===== src/rtl/itlb_pkg.sv =====
package itlb_pkg;

    typedef enum logic [1:0] {
        XL_HIT   = 2'd0,
        XL_MISS  = 2'd1,
        XL_FAULT = 2'd2
    } xl_outcome_e;

    // Bit positions inside a stored entry (low end).
    localparam int E_SXE     = 0;
    localparam int E_UXE     = 1;
    localparam int E_CI      = 2;
    localparam int E_PPN_LSB = 3;

    // Bit positions inside a software-written word.
    localparam int W_VALID = 0;
    localparam int W_CI    = 0;
    localparam int W_UXE   = 1;
    localparam int W_SXE   = 2;

    function automatic int idx_w(input int n);
        return (n > 1) ? $clog2(n) : 1;
    endfunction

endpackage


===== src/rtl/itlb_store.sv =====
module itlb_store
    import itlb_pkg::*;
#(
    parameter int ADDR_W     = 32,
    parameter int PAGE_W     = 13,
    parameter int SET_W      = 2,
    parameter int WAYS       = 2,
    parameter int LRU_STATES = 4,
    localparam int SETS    = 1 << SET_W,
    localparam int TAG_W   = ADDR_W - PAGE_W - SET_W,
    localparam int PPN_W   = ADDR_W - PAGE_W,
    localparam int ENT_W   = TAG_W + 1 + PPN_W + 3,
    localparam int LRU_W   = idx_w(LRU_STATES),
    localparam int WAY_IW  = idx_w(WAYS)
) (
    input  logic              clk,
    input  logic              rst_n,
    input  logic              wr_en,
    input  logic [WAY_IW-1:0] wr_way,
    input  logic [SET_W-1:0]  wr_set,
    input  logic              wr_xlate,
    input  logic [ADDR_W-1:0] wr_data,
    input  logic              upd_en,
    input  logic [SET_W-1:0]  upd_set,
    input  logic [WAY_IW-1:0] upd_way,
    input  logic [SET_W-1:0]  fetch_set,
    input  logic [SET_W-1:0]  probe_set,
    input  logic [WAY_IW-1:0] rd_way,
    input  logic [SET_W-1:0]  rd_set,
    output logic [ENT_W-1:0]  fetch_ent [WAYS],
    output logic [ENT_W-1:0]  probe_ent [WAYS],
    output logic [ADDR_W-1:0] rd_match
);

    localparam int VAL_B   = E_PPN_LSB + PPN_W;
    localparam int TAG_LSB = VAL_B + 1;
    localparam logic [LRU_W-1:0] LRU_MAX = LRU_W'(LRU_STATES - 1);

    logic [ENT_W-1:0] ent_d [SETS][WAYS];
    logic [ENT_W-1:0] ent_q [SETS][WAYS];
    logic [LRU_W-1:0] lru_d [SETS][WAYS];
    logic [LRU_W-1:0] lru_q [SETS][WAYS];

    logic             wr_way_ok;
    logic [LRU_W-1:0] wr_lru;

    assign wr_way_ok = (int'(wr_way) < WAYS);
    assign wr_lru    = (wr_data[LRU_W:1] > LRU_MAX) ? LRU_MAX : wr_data[LRU_W:1];

    always_comb begin
        ent_d = ent_q;
        lru_d = lru_q;
        // usage aging on a hit
        if (upd_en) begin
            for (int w = 0; w < WAYS; w++) begin
                if (w == int'(upd_way)) begin
                    lru_d[upd_set][w] = LRU_MAX;
                end else if (lru_q[upd_set][w] != '0) begin
                    lru_d[upd_set][w] = lru_q[upd_set][w] - 1'b1;
                end
            end
        end
        // software write wins over aging of the same entry
        if (wr_en && wr_way_ok) begin
            if (!wr_xlate) begin
                ent_d[wr_set][wr_way][TAG_LSB +: TAG_W] = wr_data[ADDR_W-1 -: TAG_W];
                ent_d[wr_set][wr_way][VAL_B]            = wr_data[W_VALID];
                lru_d[wr_set][wr_way]                   = wr_lru;
            end else begin
                ent_d[wr_set][wr_way][E_PPN_LSB +: PPN_W] = wr_data[ADDR_W-1 -: PPN_W];
                ent_d[wr_set][wr_way][E_CI]               = wr_data[W_CI];
                ent_d[wr_set][wr_way][E_UXE]              = wr_data[W_UXE];
                ent_d[wr_set][wr_way][E_SXE]              = wr_data[W_SXE];
            end
        end
    end

    always_ff @(posedge clk or negedge rst_n) begin
        if (!rst_n) begin
            ent_q <= '{default: '0};
            lru_q <= '{default: '0};
        end else begin
            ent_q <= ent_d;
            lru_q <= lru_d;
        end
    end

    always_comb begin
        for (int w = 0; w < WAYS; w++) begin
            fetch_ent[w] = ent_q[fetch_set][w];
            probe_ent[w] = ent_q[probe_set][w];
        end
        rd_match = '0;
        if (int'(rd_way) < WAYS) begin
            rd_match[ADDR_W-1 -: TAG_W] = ent_q[rd_set][rd_way][TAG_LSB +: TAG_W];
            rd_match[LRU_W:1]           = lru_q[rd_set][rd_way];
            rd_match[W_VALID]           = ent_q[rd_set][rd_way][VAL_B];
        end
    end

    for (genvar s = 0; s < SETS; s++) begin : g_chk_set
        for (genvar w = 0; w < WAYS; w++) begin : g_chk_way
            // counters never pass the top usage state
            a_r3_lru_bound : assert property (@(posedge clk) disable iff (!rst_n)
                lru_q[s][w] <= LRU_MAX);
            // the way that hit holds the top state afterwards
            a_r3_hit_way_top : assert property (@(posedge clk) disable iff (!rst_n)
                (upd_en && int'(upd_set) == s && int'(upd_way) == w &&
                 !(wr_en && !wr_xlate && int'(wr_set) == s && int'(wr_way) == w))
                |=> lru_q[s][w] == LRU_MAX);
        end
    end

endmodule


===== src/rtl/itlb_match.sv =====
module itlb_match
    import itlb_pkg::*;
#(
    parameter int ADDR_W = 32,
    parameter int PAGE_W = 13,
    parameter int SET_W  = 2,
    parameter int WAYS   = 2,
    localparam int TAG_W  = ADDR_W - PAGE_W - SET_W,
    localparam int PPN_W  = ADDR_W - PAGE_W,
    localparam int ENT_W  = TAG_W + 1 + PPN_W + 3,
    localparam int WAY_IW = idx_w(WAYS)
) (
    input  logic [ENT_W-1:0]  ent [WAYS],
    input  logic [ADDR_W-1:0] vaddr,
    input  logic              sup,
    output logic              hit,
    output logic [WAY_IW-1:0] way,
    output logic              perm_ok,
    output logic [ADDR_W-1:0] xaddr,
    output logic              ci
);

    localparam int VAL_B   = E_PPN_LSB + PPN_W;
    localparam int TAG_LSB = VAL_B + 1;

    logic [TAG_W-1:0] want_tag;
    logic [ENT_W-1:0] sel;

    assign want_tag = vaddr[ADDR_W-1 -: TAG_W];

    always_comb begin
        hit = 1'b0;
        way = '0;
        // ascending scan: the last matching way is kept
        for (int w = 0; w < WAYS; w++) begin
            if (ent[w][VAL_B] && (ent[w][TAG_LSB +: TAG_W] == want_tag)) begin
                hit = 1'b1;
                way = WAY_IW'(w);
            end
        end
        sel     = ent[way];
        perm_ok = sup ? sel[E_SXE] : sel[E_UXE];
        xaddr   = {sel[E_PPN_LSB +: PPN_W], vaddr[PAGE_W-1:0]};
        ci      = sel[E_CI];
    end

endmodule


===== src/rtl/itlb_xlate.sv =====
module itlb_xlate
    import itlb_pkg::*;
#(
    parameter int ADDR_W      = 32,
    parameter int PAGE_W      = 13,
    parameter int SET_W       = 2,
    parameter int WAYS        = 2,
    parameter int LRU_STATES  = 4,
    parameter bit MMU_PRESENT = 1'b1,
    localparam int WAY_IW = idx_w(WAYS)
) (
    input  logic              clk,
    input  logic              rst_n,
    input  logic              mmu_on,
    input  logic              sup_mode,
    input  logic              req_valid,
    output logic              req_ready,
    input  logic [ADDR_W-1:0] req_vaddr,
    output logic              rsp_valid,
    input  logic              rsp_ready,
    output logic [ADDR_W-1:0] rsp_paddr,
    output logic              rsp_ci,
    output logic              rsp_hit,
    output logic              rsp_miss,
    output logic              rsp_fault,
    output logic [ADDR_W-1:0] rsp_ea,
    input  logic [ADDR_W-1:0] probe_vaddr,
    output logic [ADDR_W-1:0] probe_paddr,
    input  logic              wr_en,
    input  logic [WAY_IW-1:0] wr_way,
    input  logic [SET_W-1:0]  wr_set,
    input  logic              wr_xlate,
    input  logic [ADDR_W-1:0] wr_data,
    input  logic [WAY_IW-1:0] rd_way,
    input  logic [SET_W-1:0]  rd_set,
    output logic [ADDR_W-1:0] rd_match
);

    localparam int TAG_W = ADDR_W - PAGE_W - SET_W;
    localparam int PPN_W = ADDR_W - PAGE_W;
    localparam int ENT_W = TAG_W + 1 + PPN_W + 3;

    typedef struct packed {
        logic              valid;
        xl_outcome_e       outcome;
        logic              ci;
        logic [ADDR_W-1:0] paddr;
        logic [ADDR_W-1:0] ea;
    } rsp_t;

    rsp_t rsp_d, rsp_q;

    logic              mmu_act;
    logic              accept;
    logic [ENT_W-1:0]  f_ent [WAYS];
    logic [ENT_W-1:0]  p_ent [WAYS];
    logic              f_hit, f_ok, f_ci;
    logic              p_hit, p_ok, p_ci;
    logic [WAY_IW-1:0] f_way, p_way;
    logic [ADDR_W-1:0] f_xaddr, p_xaddr;

    if (MMU_PRESENT) begin : g_mmu
        assign mmu_act = mmu_on;
    end else begin : g_no_mmu
        assign mmu_act = 1'b0;
    end

    assign req_ready = !rsp_q.valid || rsp_ready;
    assign accept    = req_valid && req_ready;

    itlb_store #(
        .ADDR_W(ADDR_W), .PAGE_W(PAGE_W), .SET_W(SET_W),
        .WAYS(WAYS), .LRU_STATES(LRU_STATES)
    ) u_store (
        .clk       (clk),
        .rst_n     (rst_n),
        .wr_en     (wr_en),
        .wr_way    (wr_way),
        .wr_set    (wr_set),
        .wr_xlate  (wr_xlate),
        .wr_data   (wr_data),
        .upd_en    (accept && mmu_act && f_hit),
        .upd_set   (req_vaddr[PAGE_W +: SET_W]),
        .upd_way   (f_way),
        .fetch_set (req_vaddr[PAGE_W +: SET_W]),
        .probe_set (probe_vaddr[PAGE_W +: SET_W]),
        .rd_way    (rd_way),
        .rd_set    (rd_set),
        .fetch_ent (f_ent),
        .probe_ent (p_ent),
        .rd_match  (rd_match)
    );

    itlb_match #(
        .ADDR_W(ADDR_W), .PAGE_W(PAGE_W), .SET_W(SET_W), .WAYS(WAYS)
    ) u_fetch_match (
        .ent     (f_ent),
        .vaddr   (req_vaddr),
        .sup     (sup_mode),
        .hit     (f_hit),
        .way     (f_way),
        .perm_ok (f_ok),
        .xaddr   (f_xaddr),
        .ci      (f_ci)
    );

    itlb_match #(
        .ADDR_W(ADDR_W), .PAGE_W(PAGE_W), .SET_W(SET_W), .WAYS(WAYS)
    ) u_probe_match (
        .ent     (p_ent),
        .vaddr   (probe_vaddr),
        .sup     (sup_mode),
        .hit     (p_hit),
        .way     (p_way),
        .perm_ok (p_ok),
        .xaddr   (p_xaddr),
        .ci      (p_ci)
    );

    always_comb begin
        rsp_d = rsp_q;
        if (rsp_ready) begin
            rsp_d.valid = 1'b0;
        end
        if (accept) begin
            rsp_d.valid = 1'b1;
            rsp_d.ea    = req_vaddr;
            if (!mmu_act) begin
                rsp_d.outcome = XL_HIT;
                rsp_d.paddr   = req_vaddr;
                rsp_d.ci      = req_vaddr[ADDR_W-1];
            end else if (!f_hit) begin
                rsp_d.outcome = XL_MISS;
                rsp_d.paddr   = '0;
                rsp_d.ci      = 1'b0;
            end else if (!f_ok) begin
                rsp_d.outcome = XL_FAULT;
                rsp_d.paddr   = '0;
                rsp_d.ci      = 1'b0;
            end else begin
                rsp_d.outcome = XL_HIT;
                rsp_d.paddr   = f_xaddr;
                rsp_d.ci      = f_ci;
            end
        end
    end

    always_ff @(posedge clk or negedge rst_n) begin
        if (!rst_n) begin
            rsp_q <= '{valid: 1'b0, outcome: XL_MISS, ci: 1'b0, paddr: '0, ea: '0};
        end else begin
            rsp_q <= rsp_d;
        end
    end

    assign rsp_valid = rsp_q.valid;
    assign rsp_paddr = rsp_q.paddr;
    assign rsp_ci    = rsp_q.ci;
    assign rsp_ea    = rsp_q.ea;
    assign rsp_hit   = rsp_q.valid && (rsp_q.outcome == XL_HIT);
    assign rsp_miss  = rsp_q.valid && (rsp_q.outcome == XL_MISS);
    assign rsp_fault = rsp_q.valid && (rsp_q.outcome == XL_FAULT);

    // probe path: no state change, zero on any failure
    always_comb begin
        if (!mmu_act) begin
            probe_paddr = probe_vaddr;
        end else if (p_hit && p_ok) begin
            probe_paddr = p_xaddr;
        end else begin
            probe_paddr = '0;
        end
    end

    // one outcome per response
    a_r12_one_outcome : assert property (@(posedge clk) disable iff (!rst_n)
        rsp_valid |-> $countones({rsp_hit, rsp_miss, rsp_fault}) == 1);

    // exceptions return a zero address and no cache-inhibit
    a_r6_exc_zero : assert property (@(posedge clk) disable iff (!rst_n)
        (rsp_miss || rsp_fault) |-> (rsp_paddr == '0 && !rsp_ci));

    // a stalled response holds still
    a_r9_hold : assert property (@(posedge clk) disable iff (!rst_n)
        (rsp_valid && !rsp_ready) |=>
        (rsp_valid && $stable(rsp_paddr) && $stable(rsp_ea) && $stable(rsp_hit)));

endmodule


===== config.mk =====
export PLATFORM = sky130hd
export DESIGN_NAME = itlb_xlate
export DESIGN_NICKNAME = d
export VERILOG_FILES = /design/src/rtl/itlb_pkg.sv /design/src/rtl/itlb_store.sv /design/src/rtl/itlb_match.sv /design/src/rtl/itlb_xlate.sv
export SDC_FILE = /design/constraint.sdc
export NUM_CORES = 1
export LEC_CHECK = 0
export BUFFER_PORTS_ARGS = -buffer_cell sky130_fd_sc_hd__buf_2
export CAP_MARGIN = 20
export CORE_ASPECT_RATIO = 1.4
export CORE_UTILIZATION = 40
export DETAILED_ROUTE_END_ITERATION = 8
export GPL_ROUTABILITY_DRIVEN = 0
export GPL_TIMING_DRIVEN = 0
export SLEW_MARGIN = 20
export SYNTH_ARGS = -nofsm -noshare
export SYNTH_HDL_FRONTEND = slang
export SYNTH_SLANG_ARGS = --single-unit
export TNS_END_PERCENT = 1

===== constraint.sdc =====
create_clock -name clk -period 3.2 [get_ports clk]
set_input_delay 0.16 -clock clk [delete_from_list [all_inputs] [get_ports clk]]
set_output_delay 0.16 -clock clk [all_outputs]
set_load 0.03 [all_outputs]

### Yosys cells after proc, flatten, opt, wreduce, memory -nomap -nowiden

Index checks and enable logic that the tools add are counted.

| operators by class | value |
|---|---|
| add/sub/neg operators | 2 |
| magnitude comparators | 12 |
| equal/unequal tests | 6 |
| muxes and demuxes | 93 |
| bitwise gates (word level) | 10 |
| reductions and logical operators | 20 |

Operators by type and width:

| operator | number |
|---|---|
| $bwmux W320 | 6 |
| $demux W80 S2 | 6 |
| $mux W80 | 12 |
| $bmux W80 S2 | 3 |
| $mux W320 | 1 |
| $demux W40 S1 | 6 |
| $mux W40 | 4 |
| $mux W22 | 7 |
| $mux W16 | 8 |
| $mux W35 | 3 |
| $eq A17 B17 Y1 | 4 |
| $mux W68 | 1 |
| $mux W32 | 2 |
| $bwmux W16 | 3 |
| $or A16 B16 Y16 | 2 |
| $demux W4 S2 | 3 |
| $mux W4 | 6 |
| $mux W23 | 1 |
| $bmux W4 S2 | 2 |
| $logic_and A1 B1 Y1 | 14 |
| $mux W2 | 7 |
| $ge A3 B3 Y1 const B | 4 |
| $not A2 Y3 | 4 |
| $mux W1 | 10 |
| other kinds (14) | 24 |

| storage, ports and cells | value |
|---|---|
| flip-flop bits (word level) | 404 |
| input bits | 110 |
| output and inout port bits | 134 |
| logic and storage cells | 164 |

### Depth between registers and ports, before layout

Gate-level depths: netlist (run 1).

| logic depth | value |
|---|---|
| depth after elaboration | 17 |
| mapped depth | 13 |
| gate-level depth less buffers | 8 |

### Modules after synthesis

Synthesis (run 1) repeated with hierarchy kept, for this count alone.

| second synthesis, totals | value |
|---|---|
| cells, all modules | 1727 |
| area, all modules | 23948.0 um^2 |

By module, submodules not included:

| module | instances | cells each | area each (um^2) | sequential area each (um^2) |
|---|---|---|---|---|
| itlb_store | 1 | 1105 | 18230.0 | 8408.1 |
| itlb_xlate | 1 | 436 | 3956.3 | 1702.9 |
| itlb_match | 2 | 93 | 880.8 | 0.0 |

### Worst setup path after synthesis (run 1)

Ideal clock, no wire load.

| timing path | value |
|---|---|
| path kind | input-to-reg |
| start | in req_vaddr[14] |
| end | reg u_store.lru_q[3] in the netlist's numbering |
| setup time | 0.128 ns |
| arrival | 2.789 ns |
| data required time | 3.072 ns |
| path slack | 0.283 ns |
| cell stages on the path | 12 |
| buffers on the path | 6 |
| cell sequence | buf_2 buf_2 buf_2 buf_1 buf_2 buf_1 mux4_2 inv_1 ha_1 or3_4 nor3_1 nor3_1 |

RTL lines:

| what | line | RTL |
|---|---|---|
| start, declared | itlb_xlate.sv:18 | `input logic [ADDR_W-1:0] req_vaddr,` |
| end signal, assigned | itlb_store.sv:84 | `lru_q <= lru_d;` |
| end, declared | itlb_store.sv:42 | `logic [LRU_W-1:0] lru_q [SETS][WAYS];` |

### Worst setup path after layout (run 1)

| timing path | value |
|---|---|
| start | reg u_store.ent_q[25] in the netlist's numbering |
| end | out probe_paddr[23] |

| on the way | value |
|---|---|
| cells in the longest elaborated chain, start to end | 14 |
| elaborated cells between the ends (all ways) | 15 |
| those cells by class | eq/ne (1); mux (11); bitwise (1); reduce/logical (2) |

RTL lines:

| what | line | RTL |
|---|---|---|
| start, declared | itlb_store.sv:40 | `logic [ENT_W-1:0] ent_q [SETS][WAYS];` |
| start signal, assigned | itlb_store.sv:83 | `ent_q <= ent_d;` |
| $bmux W80 S2 (*) | itlb_store.sv:91 | `probe_ent[w] = ent_q[probe_set][w];` |
| $mux W80 (*) (2 in a row) | -- |  |
| $eq A17 B17 Y1 (*) | itlb_match.sv:36 | `if (ent[w][VAL_B] && (ent[w][TAG_LSB +: TAG_W] == want_tag)) begin` |
| $logic_and A1 B1 Y1 (*) | itlb_match.sv:36 |  |
| $mux W1 | itlb_match.sv:36 |  |
| $not A1 Y2 (implied by the code) | itlb_match.sv:41 | `sel = ent[way];` |
| $mux W22 (implied by the code) (3 in a row) | itlb_match.sv:41 |  |
| $mux W1 | itlb_match.sv:42 | `perm_ok = sup ? sel[E_SXE] : sel[E_UXE];` |
| $logic_and A1 B1 Y1 | itlb_xlate.sv:168 | `end else if (p_hit && p_ok) begin` |
| $mux W32 (*) | itlb_xlate.sv:168 |  |
| $mux W32 (*) | itlb_xlate.sv:166 | `if (!mmu_act) begin` |
| end, declared | itlb_xlate.sv:28 | `output logic [ADDR_W-1:0] probe_paddr,` |

Mark *: on every way between the ends. The rest lies on a longest branch, timed or not. The select of a mux whose other input is x is not followed.

==> results of run 1 <==
## worst paths after layout
check | cells past startpoint | to | slack [ns]
max | 11 | probe_paddr[23] | -0.76
min | 2 | u_store.ent_q[167] | 0.02
max reg2reg | 10 | rsp_paddr[24] | 0.11
min reg2reg | 2 | rsp_ea[22] | 0.48
max in group asynchronous | 5 | rsp_ea[11] | 1.35
min in group asynchronous | 2 | u_store.ent_q[16] | 0.13
## flip-flops by register name, summed over array words and instances (netlist names)
signal / count
u_store.ent_q: 320
rsp_ea: 32
rsp_paddr: 32
u_store.lru_q: 16
rsp_q: 2
rsp_ci: 1
rsp_valid: 1
## placed cells by master, fill, tap and decap left out, types with 7 or more instances in the layout
cell type        n
a211oi_1         9
a211oi_4        14
a21oi_1         21
a22oi_2         10
buf_1           24
buf_12           8
buf_2          195
buf_4          103
buf_6           27
clkbuf_1        91
clkbuf_16       42
clkbuf_8         9
clkinv_2         8
conb_1          12
dfrtp_1        403
dlygate4sd3_1   51
inv_1           11
mux2_2         291
mux2i_1         47
mux2i_4          9
mux4_1           7
mux4_2         181
nand2_1        297
nand2b_1         8
nand4_1         15
nor2_1          57
nor2b_1         10
nor3_1          17
nor3b_1         18
o21ai_0         17
o21ai_1         20
xnor2_1         46
xor2_1          14
## stage by stage
| step | power, W | std cells | util (%) | TNS (ns) | instance area, um^2 |
|---|---|---|---|---|---|
| global route | 0.0179 | 2961 | 48.9 | -23.91 | 28200 |
| CTS | 0.0172 | 2960 | 48.7 | -20.67 | 28100 |
| global placement | 0.0117 | 2818 | 44.2 | -2543.42 | 25500 |
| finish | 0.0172 | 2961 | 48.9 | -22.44 | 28200 |
| detailed placement | 0.0120 | 2822 | 44.4 | -65.76 | 25600 |
| floorplan | 0.0104 | 1865 | - | 0 | 23500 |
## kinds of logic after synthesis
kind of cell	after synthesis
fa+ha+maj	2
xor+xnor	68
mux	542
other cells	1
flops	404
buf+inv	235
simple gates	466
compound gates	136
## layer usage
layer | up-vias | wire (um) | global-route usage [%]
met3 | 261 | 5600 | 4.60
met4 | 4 | 5820 | 17.9
met2 | 867 | 40600 | 46.0
met5 | - | 24 | 0
li1 | 7346 | - | -
met1 | 9004 | 30100 | 34.0
## final cells by class
cell class	instances	area, um^2	area share, %
multi-input cells	1226	12400	43.9
flip-flops and latches	404	10100	35.9
repair buffers	279	2000	7.10
plain buffers	223	1350	4.80
clock buffers	61	1210	4.30
well taps	742	928	3.30
clock inverters	14	164	0.582
inverters	12	45.0	0.160
## where the power goes
group / switching (W) / internal, W / total (W)
combinational: 0.00252 / 0.00263 / 0.00514
clock: 0.00212 / 0.00288 / 0.00500
sequential: 0.000890 / 0.00619 / 0.00708
## worst max-delay path: stages, from the launching register on
cell and delay [ns]:
dfrtp_1 0.38, mux4_2 0.53, xnor2_4 0.26, nand4_1 0.33, a2111oi_2 0.31, o2111a_2 0.31
buf_12 0.11, o211ai_1 0.11, o211a_2 0.25, buf_12 0.19, a211oi_4 0.26, buf_6 0.18
## repair_timing
action                                  in CTS  in global routing
gates resized for setup                    111                 18
gates cloned                                 1                  0
pin swaps                                   13                  2
hold endpoints to repair                   211                  0
hold buffers                                51                  0
buffers inserted                            11                  0
endpoints found under the setup margin      62                 72
==> results.yml, run 1 <==
logic_synthesis:
  yosysMostFrequentCell: "dfrtp_1"
  synthTopCellsByCount: "dfrtp_1, nand2_1, mux2_2"
  synth_edf_count: 0
  yosysSeqAreaShare_pct: 43.2
  syn_avg_cell_area_um2: 12.6
  ys.flop_type: "dfrtp_1"
  synth_xor_area_share_pct: 2.54
  synth_cell_types: 71
  ys_ff_latch: 404
  synthSimpleGateAreaFrac_pct: 8.95
  yosys.area.top_type_share_pct: 43.0
  synth_top_family_by_area: "multiplexers"
  async_reset_ff_share_pct: 100
  synthMuxAreaShare_pct: 34.9
  synthAdderAreaFrac_pct: 0.107
  synth_top_area_cell: "dfrtp_1"
  yosys-top-cells-area: "dfrtp_1, mux4_2, mux2_2, nand2_1, mux2i_1"
  synth_compound_area_share_pct: 4.57
  yosys_warnings: 0
  netlist_area_um2: 23400
  syn_inst: 1854
hold_path:
  hp-class: "input pin to register"
  min-delay-start: "wr_data[17]"
finish:
  n_fill_cell: 5133
  fin_nets: 2299
  drive_gt1_share_pct: 43.7
  diodes: 0
  syn_to_final_growth_pct: 20.3
power_and_ir_drop:
  p_leak_nw: 12.2
  powerDensity_nw_per_um2: 611
  irDropWorstVdd_uv: 340
timing:
  fmax_mhz: 252
  fin_ws_ns: -0.762
  worst_pin_slew_ns: 1.14
  hold_viol_final: 0
  skew_ns: 0.0251
  fin_hold_ws_ns: 0.0249
  slew_viol_final: 0
  layout_min_cycle_time_ns: 3.96
  setup_violations: 32
  finalCritPeriodShare_pct: 124
  timing.slew.headroom_pct: 24.2
  rsz0062_at_grt: "yes"
critical_path:
  required_ns: 3.04
  r2r_start: "u_store.ent_q[33]"
  criticalPathCategory: "register to output pin"
  end_kind: "output pin"
  critical_path.startpoint: "u_store.ent_q[25]"
  worstPathArrival_ns: 3.80
  crit_fanout: 10
  cp-start-kind: "register"
floorplan:
  fp.coreArea_um2: 57600
  initial_core_util_pct: 40.6
  fp.dieArea_um2: 59600
  pin_count: 244
  die_w_um: 207
  row_count: 104
  fp.dieH_um: 288
route:
  vias_per_cell: 5.90
  ant_nets: 0
  totalWireLength_um: 82200
  drtPass1Iterations: 7
  drtIter0Drc: 1537
  vias: 17500
  post-route-drc-count: 17
  route.detailed.wl_per_inst_um: 27.7
global_route:
  antenna_found_initial: 5
  grt_usage_pct: 28.0
  grt_pass1_vias: 18000
  grt_pass1_wl_um: 120000
  grt_max_degree: 102
  overflow: 0
clock_tree:
  cts_tree: "yes"
  clk_pin_slew_worst_paths_ns: 0.07
  cts_sinks: 404
  clock_path_buffers: 3
  clkLatencyLatePin_ns: 0.56
  htree_levels: 2
  cts_root_buffer: "clkbuf_16"
  numCtsBuffers: 41
placed_design:
  numPortBuffers: 211
  dp_hpwl_um: 60600
  dp_slack_ns: -1.55
run_status:
  status: "finished with violations"
  violations: "design-rule violations, negative setup slack"
run:
  max-cap-violations: 0
No activity file was read; power rests on OpenSTA's default activity.
==> run 2: changes to the inputs <==
--- a/config.mk
+++ b/config.mk
@@ -7,11 +7,14 @@
 export LEC_CHECK = 0
 export BUFFER_PORTS_ARGS = -buffer_cell sky130_fd_sc_hd__buf_2
 export CAP_MARGIN = 20
+export CELL_PAD_IN_SITES_DETAIL_PLACEMENT = 0
+export CELL_PAD_IN_SITES_GLOBAL_PLACEMENT = 1
 export CORE_ASPECT_RATIO = 1.4
 export CORE_UTILIZATION = 40
 export DETAILED_ROUTE_END_ITERATION = 8
 export GPL_ROUTABILITY_DRIVEN = 0
-export GPL_TIMING_DRIVEN = 0
+export GPL_TIMING_DRIVEN = 1
+export PLACE_DENSITY = 0.7
 export SLEW_MARGIN = 20
 export SYNTH_ARGS = -nofsm -noshare
 export SYNTH_HDL_FRONTEND = slang
==> run 2 against run 1 <==
Net effect:
- the flow still finishes with violations (design-rule violations, negative setup slack)
- global-route usage is 1.8 points lower
- via count shrank 4.9%
- register-to-register slack better by 0.14 ns
- critical path depth down 1
- routed wire length decreased by 6.7%
- die area unchanged
- power fell by 0.86%
==> results.yml, run 2 (synthesis results as in run 1) <==
run_status:
  status: "finished with violations"
  violations: "design-rule violations, negative setup slack"
floorplan:
  fp.dieH_um: 288
  die_w_um: 207
  pin_count: 244
  fp.dieArea_um2: 59600
  fp.coreArea_um2: 57600
  initial_core_util_pct: 40.6
  row_count: 104
clock_tree:
  cts_tree: "yes"
  numCtsBuffers: 45
  cts_sinks: 404
  clock_path_buffers: 3
  clk_pin_slew_worst_paths_ns: 0.06
  clkLatencyLatePin_ns: 0.60
  htree_levels: 2
  cts_root_buffer: "clkbuf_16"
timing:
  hold_viol_final: 0
  finalCritPeriodShare_pct: 115
  fmax_mhz: 272
  final.setup.tns_ns: -11.65
  layout_min_cycle_time_ns: 3.67
  setup_violations: 32
  fin_ws_ns: -0.474
  skew_ns: 0.0302
  timing.slew.headroom_pct: 25.2
  fin_hold_ws_ns: 0.0924
  rsz0062_at_grt: "yes"
  slew_viol_final: 0
  worst_pin_slew_ns: 1.12
critical_path:
  required_ns: 3.04
  cp-start-kind: "register"
  end_kind: "output pin"
  criticalPathCategory: "register to output pin"
  crit_buf_inv: 2
  path_delay_family: "compound AO/OA/AOI/OAI gates"
  slowest_stage: "mux4_2"
  worstPathArrival_ns: 3.51
  cp_slowest_stage_delay_ns: 0.52
  crit_fanout: 13
  cp_cell_sequence: "mux4_2 -> xnor2_2 -> nand4_1 -> a2111oi_4 -> o2111a_2 -> o211ai_1 -> o211a_4 -> buf_12 -> a211oi_4 -> buf_6"
route:
  vias: 16600
  drtPass1Iterations: 7
  post-route-drc-count: 25
  ant_nets: 0
  route.detailed.wl_per_inst_um: 27.1
  totalWireLength_um: 76600
  vias_per_cell: 5.88
  drtIter0Drc: 1305
finish:
  drive_gt1_share_pct: 44.7
  layoutNonFillerInstCount: 2830
  top_register: "u_store.ent_q"
  diodes: 0
  fin_nets: 2164
  n_fill_cell: 5181
  final_common_cell: "dfrtp_1"
  syn_to_final_growth_pct: 16.9
  largest_reg_flops: 320
  multi_input_area_um2: 12200
  mostFrequentLayoutCells: "dfrtp_1, nand2_1, mux2_2, buf_2, mux4_2"
  ff_latch_area_um2: 10100
global_route:
  overflow: 0
  antenna_found_initial: 0
  grt_usage_pct: 26.2
  grt_pass1_wl_um: 114000
  grt_pass1_vias: 17000
  grt_max_degree: 100
placed_design:
  dp_hpwl_um: 52200
  dp_slack_ns: -0.230
  numPortBuffers: 221
  dpl.cell_count: 2692
power_and_ir_drop:
  power_w: 0.0171
  p_leak_nw: 11.9
  irDropWorstVdd_uv: 436
  powerDensity_nw_per_um2: 623
run:
  max-cap-violations: 0
hold_path:
  hp-class: "input pin to register"
run 2: power by group:
group	internal (W)	switching, W	leakage [nW]
sequential	0.00619	0.000893	4.98
clock	0.00301	0.00222	0.728
combinational	0.00244	0.00231	6.16
total	0.0116	0.00542	11.9
run 2: final timing paths:
kind	start	endpoint	slack [ns]	cells after the start
hold reg to reg	rsp_ea[26]	rsp_ea[26]	0.47	2
hold / removal	mmu_on	rsp_q[65]	0.09	3
min in group asynchronous	rst_n	u_store.lru_q[14]	0.23	2
max in group asynchronous	rst_n	rsp_paddr[19]	1.95	3
setup / recovery	u_store.ent_q[25]	probe_paddr[21]	-0.47	10
setup reg to reg	u_store.ent_q[30]	rsp_paddr[13]	0.25	10
run 2: layout make-up:
| type | count | area share, % |
|---|---|---|
| inverter | 12 | 0.164 |
| timing repair buffer | 363 | 9.72 |
| sequential | 404 | 36.9 |
| clock inverter | 16 | 0.603 |
| multi-input combinational | 1226 | 44.4 |
| clock buffer | 67 | 4.78 |
| tap | 742 | 3.39 |
run 2: timing repair:
action / 4_1_cts / 5_1_grt
setup buffers: 1 / 0
setup endpoints to repair: 32 / 32
resized for setup: 57 / 14
cloned: 0 / 0
hold buffers: 54 / 0
hold endpoints to repair: 209 / 0
pin swaps: 2 / 1
run 2: worst register-to-register path: cells and delay by family (launching register included):
| kind | cells | cell delay [ns] |
|---|---|---|
| and+or+nand+nor | 4 | 0.80 |
| muxes | 1 | 0.48 |
| buffers and inverters | 2 | 0.46 |
| DFF | 1 | 0.40 |
| xor gates and xnor gates | 1 | 0.38 |
| AOI/OAI and AO/OA | 2 | 0.30 |
run 2: per-stage QoR:
stage          utilization [%]  area [um^2]
5_1_grt                   47.5        27400
6_report                  47.5        27400
2_1_floorplan                -        23500
3_3_place_gp              43.6        25100
3_5_place_dp              43.6        25100
4_1_cts                   47.4        27400
run 2: routing by layer:
metal	global-route usage, %	routed length (um)
met5	0	0
met2	44.2	38600
met1	33.1	30300
met3	3.90	4260
met4	11.6	3490
